[src/rtl/nvLatchBank_pkg.sv]
package nvLatchBank_pkg;
  typedef enum logic {
    S_RESTORE = 1'b0,
    S_RUN     = 1'b1
  } nvState_t;

  typedef struct packed {
    logic loadRestore;
    logic evalEn;
    logic issueWrite;
  } nvStrobes_t;
endpackage

[src/rtl/nvLatchCtrl.sv]
module nvLatchCtrl
  import nvLatchBank_pkg::*;
(
  input  logic       clk,
  input  logic       rstN,
  input  logic       evalStrobe,
  input  logic       nvRdValid,
  input  logic       nvBusy,
  input  logic       pending,
  output nvStrobes_t strobes,
  output logic       nvRdReq,
  output logic       restoreDone
);
  nvState_t state;

  always_ff @(posedge clk or negedge rstN) begin
    if (!rstN) begin
      state <= S_RESTORE;
    end else if (state == S_RESTORE && nvRdValid) begin
      state <= S_RUN;
    end
  end

  always_comb begin
    strobes.loadRestore = (state == S_RESTORE) && nvRdValid;
    strobes.evalEn      = (state == S_RUN) && evalStrobe;
    strobes.issueWrite  = (state == S_RUN) && pending && !nvBusy;
    nvRdReq             = (state == S_RESTORE);
    restoreDone         = (state == S_RUN);
  end
endmodule

[src/rtl/nvLatchDatapath.sv]
module nvLatchDatapath
  import nvLatchBank_pkg::*;
#(
  parameter int NUM_LATCH = 8,
  parameter int CNT_W     = 32
) (
  input  logic                 clk,
  input  logic                 rstN,
  input  nvStrobes_t           strobes,
  input  logic [NUM_LATCH-1:0] setReq,
  input  logic [NUM_LATCH-1:0] rstReq,
  input  logic [NUM_LATCH-1:0] nvRdData,
  input  logic [CNT_W-1:0]     wearThreshold,
  input  logic                 restoreDone,
  output logic                 pending,
  output logic                 nvWrEn,
  output logic [NUM_LATCH-1:0] nvWrData,
  output logic [NUM_LATCH-1:0] latchQ,
  output logic [CNT_W-1:0]     writeCount,
  output logic                 wearWarn
);
  localparam logic [CNT_W-1:0] CNT_MAX = {CNT_W{1'b1}};

  logic [NUM_LATCH-1:0] bank;
  logic [NUM_LATCH-1:0] nextBank;
  logic                 changed;

  // Per-bit evaluation: reset dominates set.
  for (genvar i = 0; i < NUM_LATCH; i++) begin : g_bit
    always_comb begin
      if (rstReq[i])      nextBank[i] = 1'b0;
      else if (setReq[i]) nextBank[i] = 1'b1;
      else                nextBank[i] = bank[i];
    end
  end

  assign changed = strobes.evalEn && (nextBank != bank);

  always_ff @(posedge clk or negedge rstN) begin
    if (!rstN) begin
      bank <= '0;
    end else if (strobes.loadRestore) begin
      bank <= nvRdData;
    end else if (changed) begin
      bank <= nextBank;
    end
  end

  // Pending write: a change made at the same edge as an issue keeps it armed.
  always_ff @(posedge clk or negedge rstN) begin
    if (!rstN) begin
      pending <= 1'b0;
    end else if (changed) begin
      pending <= 1'b1;
    end else if (strobes.issueWrite) begin
      pending <= 1'b0;
    end
  end

  always_ff @(posedge clk or negedge rstN) begin
    if (!rstN) begin
      nvWrEn   <= 1'b0;
      nvWrData <= '0;
    end else begin
      nvWrEn <= strobes.issueWrite;
      if (strobes.issueWrite) nvWrData <= bank;
    end
  end

  always_ff @(posedge clk or negedge rstN) begin
    if (!rstN) begin
      writeCount <= '0;
    end else if (strobes.issueWrite && writeCount != CNT_MAX) begin
      writeCount <= writeCount + 1'b1;
    end
  end

  assign wearWarn = (writeCount >= wearThreshold);
  assign latchQ   = bank & {NUM_LATCH{restoreDone}};
endmodule

[src/rtl/nvLatchBank.sv]
module nvLatchBank
  import nvLatchBank_pkg::*;
#(
  parameter int NUM_LATCH = 8,
  parameter int CNT_W     = 32
) (
  input  logic                 clk,
  input  logic                 rstN,
  input  logic                 evalStrobe,
  input  logic [NUM_LATCH-1:0] setReq,
  input  logic [NUM_LATCH-1:0] rstReq,
  output logic                 nvRdReq,
  input  logic                 nvRdValid,
  input  logic [NUM_LATCH-1:0] nvRdData,
  input  logic                 nvBusy,
  output logic                 nvWrEn,
  output logic [NUM_LATCH-1:0] nvWrData,
  input  logic [CNT_W-1:0]     wearThreshold,
  output logic [NUM_LATCH-1:0] latchQ,
  output logic                 restoreDone,
  output logic [CNT_W-1:0]     writeCount,
  output logic                 wearWarn
);
  nvStrobes_t strobes;
  logic       pending;

  nvLatchCtrl u_ctrl (
    .clk         (clk),
    .rstN        (rstN),
    .evalStrobe  (evalStrobe),
    .nvRdValid   (nvRdValid),
    .nvBusy      (nvBusy),
    .pending     (pending),
    .strobes     (strobes),
    .nvRdReq     (nvRdReq),
    .restoreDone (restoreDone)
  );

  nvLatchDatapath #(
    .NUM_LATCH (NUM_LATCH),
    .CNT_W     (CNT_W)
  ) u_dp (
    .clk           (clk),
    .rstN          (rstN),
    .strobes       (strobes),
    .setReq        (setReq),
    .rstReq        (rstReq),
    .nvRdData      (nvRdData),
    .wearThreshold (wearThreshold),
    .restoreDone   (restoreDone),
    .pending       (pending),
    .nvWrEn        (nvWrEn),
    .nvWrData      (nvWrData),
    .latchQ        (latchQ),
    .writeCount    (writeCount),
    .wearWarn      (wearWarn)
  );
endmodule

[config.mk]
export PLATFORM = sky130hd
export DESIGN_NAME = nvLatchBank
export DESIGN_NICKNAME = d
export VERILOG_FILES = /design/src/rtl/nvLatchBank_pkg.sv /design/src/rtl/nvLatchCtrl.sv /design/src/rtl/nvLatchDatapath.sv /design/src/rtl/nvLatchBank.sv
export SDC_FILE = /design/constraint.sdc
export NUM_CORES = 1
export LEC_CHECK = 0
export ABC_AREA = 1
export BUFFER_PORTS_ARGS = -buffer_cell sky130_fd_sc_hd__buf_2
export CORE_ASPECT_RATIO = 1.2
export CORE_UTILIZATION = 54
export DETAILED_ROUTE_END_ITERATION = 8
export PLACE_DENSITY_LB_ADDON = 0.12
export SETUP_SLACK_MARGIN = 0.15
export SLEW_MARGIN = 5
export SYNTH_ARGS = -nofsm -noshare
export SYNTH_HDL_FRONTEND = slang
export SYNTH_HIERARCHICAL = 1
export SYNTH_SLANG_ARGS = --single-unit
[constraint.sdc]
create_clock -name clk -period 2.3 [get_ports clk]
set_clock_uncertainty 0.1 [all_clocks]
set_input_delay 0.46 -clock clk [delete_from_list [all_inputs] [get_ports clk]]
set_output_delay 0.46 -clock clk [all_outputs]
set_load 0.05 [all_outputs]
* Word-level counts from Yosys, hierarchy flattened
Cells that the tools add are included.
** Operators by class
- Bitwise logic cells :: 2
- Magnitude comparators :: 1
- Mux-type cells :: 20
- Add/sub/neg operators :: 1
- Eq/ne operators :: 2
- Reduce and logical (&&, ||, !) cells :: 9
** Operators by type and width (count)
- 32-bit by 1-bit adder with 32-bit output, second input constant :: 1
- 32-bit greater-or-equal comparator :: 1
- 32-bit inequality test, second input constant :: 1
- 1-bit 2-to-1 mux :: 18
- 8-bit 2-to-1 mux :: 2
- 8-bit AND :: 1
- 8-bit inequality test :: 1
- 1-bit logical AND :: 6
- 2-bit nonzero test :: 2
- 1-bit zero test :: 1
- 1-bit inverter :: 1
** Word-level totals
- Logic and storage cells :: 41
- Bits in registers :: 51
- Output and inout bits :: 52

* Logic depth before layout (Yosys ltp)
- Depth after elaboration :: 6
- Gate-level depth with buffers :: 13
- Depth with buffers taken out :: 13

* Cells and area by module
The synthesis kept the hierarchy.
** Modules (own cells, without submodules)
- nvLatchDatapath :: area each 4036.4 um^2, cells each 617, sequential area each 1251.2 um^2, instances 1
- nvLatchCtrl :: area each 55.1 um^2, cells each 9, sequential area each 25.0 um^2, instances 1

* Worst setup path after synthesis
OpenSTA, ideal clock, no wires.
- Path kind :: register to output
- Start point :: reg u_dp.writeCount[0]
- End point :: out wearWarn
- Required time :: 1740 ps
- Stages on the path, launching flop included :: 13
- Setup slack :: -95 ps
- Path buffers :: 0
- Data arrival time :: 1835 ps
- Cells stage by stage :: dfrtp_1 inv_1 ha_1 nand2_1 nand3b_1 nand2_1 nand2_1 nand2_1 nand2_1 nand2_1 nand2_1 nand2_1 nand2_1
** Between the ends
- Cells in the longest elaborated chain, start to end :: 1
** RTL lines
- start: declaration :: line nvLatchDatapath.sv:19 : output logic [CNT_W-1:0] writeCount,
- start signal: assignment :: line nvLatchDatapath.sv:74 : writeCount <= writeCount + 1'b1;
- 32-bit greater-or-equal comparator :: line nvLatchDatapath.sv:78 : assign wearWarn = (writeCount >= wearThreshold);
- end: declaration :: line nvLatchBank.sv:22 : output logic wearWarn
Every way passes these cells.

* Worst setup path in the final report
- Start point :: reg u_dp.writeCount[9]
- End point :: out wearWarn
The elaborated chain is that of the path after synthesis.

==> implementation parameters <==
Parameter                              Value

Outcome
  Outcome    complete, but fails checks
  Violated checks    negative setup slack

Timing
  Final max-slew violation count    0
  Worst-case hold slack    about 0.26 ns
  Max-slew headroom at the worst pin    between 60% and 70%
  Setup repair after global routing missed its margin    true
  Number of hold violations in the final report    0
  PnR worst setup slack    -0.1119 ns
  Maximum clock frequency    around 410 MHz
  Ratio of final minimum period to clock period    104.9%
  Number of setup violations in the final report    1
  Minimum clock period after layout    2.412 ns
  Transition time at the pin with the least slew margin    0.5130 ns

Detailed routing
  ANT nets after route    0
  First-iteration detailed-routing DRC count    164
  Detailed-route vias per instance    between 5 and 6
  Via total after detailed routing    4,341
  DRC viols    0
  Number of optimization iterations in the first detailed-route pass    5
  Drt wl/cell    12.64 microns
  Total length of routed wires    roughly 11,000 microns

Yosys
  Syn Std Cell Area    between 0.004 and 0.005 sq mm
  Synth Warn #    6
  Simple logic cell fraction of the synthesized area    between 30% and 40%
  Number of instances in the synthesized netlist    approximately 630
  Register bit count reported by yosys    51
  Adder-cell area share of the yosys netlist    10.09%
  Post-Synthesis Net Count    720
  Fraction of the mapped netlist area in compound gates    under 10%
  Share of synthesized area spent on multiplexers    less than 1%
  Cell variety after synth    27
  Dominant combinational cell family by area after synthesis    simple AND/OR/NAND/NOR gates
  Register area share after synthesis    31.19%
  Share of the synthesized netlist area taken by xor and xnor gates    roughly 3.4%
  Mean instance size in the synthesized netlist    6.536 sq um

Pwr
  Net switching share of the total power    ~44%
  Leak pwr    approximately 3.0 nW
  Maximum vdd drop    ~0.47 mV
  Int Power    1.784 mW
  Relative contribution of combinational cells to total power    a little under half
  Share of power burned in registers    35.6%
  Power per Cell Area    about 610 mW/mm^2
  Net load switching power    ~1.4 mW
  Share of power burned in the clock network    18.0%

Global route
  Global route total overflow    0
  Met1 Track Usage GR    between 30% and 40%
  Antenna violations before repair    0
  Wire length of the first global-routing pass    around 18,000 microns
  Met3 routing resource usage after global routing    under 10%
  Via count of the first global-routing pass    between 4k and 5k
  Maximum number of pins on one net before global-route repair    30
  GRT met2 Usage    a little over half
  Global route hottest layer    met2
  All-layer global routing usage    between 20% and 30%

Setup path
  Critical path class    flop to output pin
  Slowest cell delay on critical path    0.39 ns
  Critical path launch point type    flop
  Critical path cell sequence    ha_1 -> a21oi_1 -> o21ai_0 -> a21oi_1 -> nand2_2 -> nand2_2 -> nand2_2 -> buf_8
  CP required    ~1.7 ns
  Highest net fanout along the worst path    2
  Most repeated library cell on the critical path    nand2_2
  Slowest cell on the critical path    dfrtp_1
  Endpoint class of the critical path    output pin
  Critical path arrival    1.85 ns

Floorplanning
  Core Region    0.007274 sq mm
  Vertical die dimension    97.35 microns
  Initial Utilization    56.24%
  Ports    roughly 110
  Die area    between 0.007 and 0.008 sq mm
  Site Rows    34
  X dimension of the die    81.46 microns

Clock tree
  Clock Tree Root    clkbuf_8
  Number of sinks driven by the clock tree    just over 50
  CTS HTree Levels    2
  Maximum number of buffers from clock root to sink    2
  Total CTS buffers    5
  Skew-Pair Late Insertion Delay    0.30 ns
  Clock tree from TritonCTS    built
  Clock transition time at the flip-flop clock pins of the worst setup and hold paths    approximately 0.090 ns

Placed design
  Detailed-placement wirelength estimate    between 8000 and 9000 microns
  Weighted congestion at the end of routability-driven global placement    a little over 0.9
  Count of input and output buffers    between 100 and 150

Layout
  Total Nets Final    870
  Antenna diode instance count    0
  Layout fillers    a little over 600
  Share of the core filled with cells    71.83%
  Layout cell share with drive strength beyond 1    about 25%
  Area added between synthesis and finish    27.71%

Min path
  Worst hold-check path type    input pin to flop

Job
  Number of max-cap violations    0
## critical path: cells and delay by family, from the launching register on
family / cells / cell delay [ns]
fa+ha+maj: 1 / 0.29
buf+inv: 1 / 0.14
flops: 1 / 0.39
simple gates: 3 / 0.21
compound gates: 3 / 0.51
## cells in the mapped netlist
| library cell | number | area (sq um) |
|---|---|---|
| or2_2 | 2 | 12.51 |
| o31ai_1 | 2 | 15.01 |
| inv_2 | 1 | 3.750 |
| nand2_1 | 230 | 863.3 |
| nor3_1 | 17 | 85.08 |
| clkinv_1 | 1 | 3.750 |
| xor2_1 | 8 | 70.07 |
| clkbuf_1 | 5 | 18.77 |
| nor2_8 | 1 | 20.02 |
| nor2_1 | 50 | 187.7 |
| inv_1 | 102 | 382.9 |
| nand3_4 | 1 | 17.52 |
| a21oi_1 | 22 | 110.1 |
| o21ai_0 | 30 | 150.1 |
| mux2_2 | 1 | 11.26 |
| nand3b_1 | 6 | 45.04 |
| nand3_1 | 36 | 180.2 |
| nor3_2 | 1 | 10.01 |
| nor2_4 | 1 | 11.26 |
| dfrtp_1 | 51 | 1276 |
| buf_6 | 4 | 45.04 |
| nand2_2 | 2 | 12.51 |
| nand2_4 | 2 | 22.52 |
| buf_2 | 2 | 10.01 |
| nand4_1 | 7 | 43.79 |
| ha_1 | 33 | 412.9 |
| xnor2_1 | 8 | 70.07 |
## routing by layer
layer / wire (microns) / vias up
li1: - / 2249
met1: 4452 / 1961
met2: 5769 / 113
met3: 455 / 18
met4: 278 / 0
met5: 0 / -
## power groups by stage
stage	Clock, mW	Combinational (mW)	Sequential, mW
2_1_floorplan	0	0.551	1.53
3_3_place_gp	0	1.30	1.14
3_5_place_dp	0	1.34	1.14
4_1_cts	0.589	1.46	1.12
5_1_grt	0.621	1.60	1.14
6_report	0.571	1.47	1.13
## sequential cells by signal (all words and copies together) (netlist names)
register / cells
u_ctrl/restoreDone: 1
u_dp/bank: 8
u_dp/writeCount: 32
u_dp/nvWrData: 8
u_dp/nvWrEn: 1
u_dp/pending: 1
## through the flow
stage	std cells	area, sq um	worst slack (ns)	power (mW)	TNS, ns
5_1_grt	867	5225	-0.2756	3.361	-0.2756
3_5_place_dp	851	4956	-0.03756	2.484	-0.03756
3_3_place_gp	851	4956	0.01111	2.439	0
2_1_floorplan	626	4099	0.06364	2.081	0
6_report	867	5225	-0.1119	3.169	-0.1119
4_1_cts	865	5175	-0.09716	3.170	-0.09716
## final cells by class
class / instances / area, sq um / share of cell area (%)
repair buffers: 154 / 892.1 / 17.07
flip-flops and latches: 51 / 1281 / 24.52
well taps: 90 / 112.6 / 2.155
multi-input cells: 460 / 2442 / 46.74
inverters: 104 / 392.9 / 7.519
clock buffers: 7 / 96.34 / 1.844
clock inverters: 1 / 7.507 / 0.1437
## kinds of logic (layout without fill, tap and decap cells)
group,count (synthesis),in the layout
AOI/OAI and AO/OA,54,54
muxes,1,1
xor gates and xnor gates,16,16
and+or+nand+nor,356,356
adders and majority gates,33,33
DFF,51,51
buffers and inverters,115,266
## placed cells by master (no fill, tap or decap), types with 2 or more instances in the layout
cell type / synthesis / final
dfrtp_2: 0 / 4
or2_2: 2 / 2
a21oi_2: 0 / 3
o21ai_0: 30 / 30
nor3_1: 17 / 17
nor2_1: 50 / 48
inv_1: 102 / 101
nor2_2: 0 / 2
nand3b_1: 6 / 6
dfrtp_1: 51 / 47
ha_1: 33 / 28
clkbuf_8: 0 / 7
nand2_2: 2 / 9
nand3_1: 36 / 35
xnor2_1: 8 / 8
nand4_1: 7 / 7
a21oi_1: 22 / 19
o31ai_1: 2 / 2
buf_2: 2 / 111
buf_4: 0 / 40
xor2_1: 8 / 8
nand2_1: 230 / 223
ha_4: 0 / 4
nand2_4: 2 / 2
## final timing paths
| kind | slack (ns) | end | start | depth (start not counted) |
|---|---|---|---|---|
| setup / recovery | -0.11 | wearWarn | u_dp/writeCount[9]$_DFFE_PN0P_ | 8 |
| hold / removal | 0.26 | u_ctrl/restoreDone$_DFFE_PN0P_ | nvRdValid | 3 |
| setup reg to reg | 0.28 | u_dp/writeCount[17]$_DFFE_PN0P_ | u_dp/writeCount[1]$_DFFE_PN0P_ | 12 |
| hold reg to reg | 0.42 | u_dp/nvWrData[6]$_DFFE_PN0P_ | u_dp/nvWrData[6]$_DFFE_PN0P_ | 1 |
| max in group asynchronous | 0.99 | u_dp/writeCount[5]$_DFFE_PN0P_ | rstN | 3 |
| min in group asynchronous | 0.48 | u_dp/writeCount[26]$_DFFE_PN0P_ | rstN | 2 |
## what timing repair did
item                                   in CTS  in global routing
gates resized for setup                    13                  9
buffers inserted                            5                  2
setup endpoints to repair                   1                 18
pin swaps                                   4                  6
hold buffers                                1                  0
endpoints found under the hold margin      12                  0
Power figures use the tool's default switching activity.
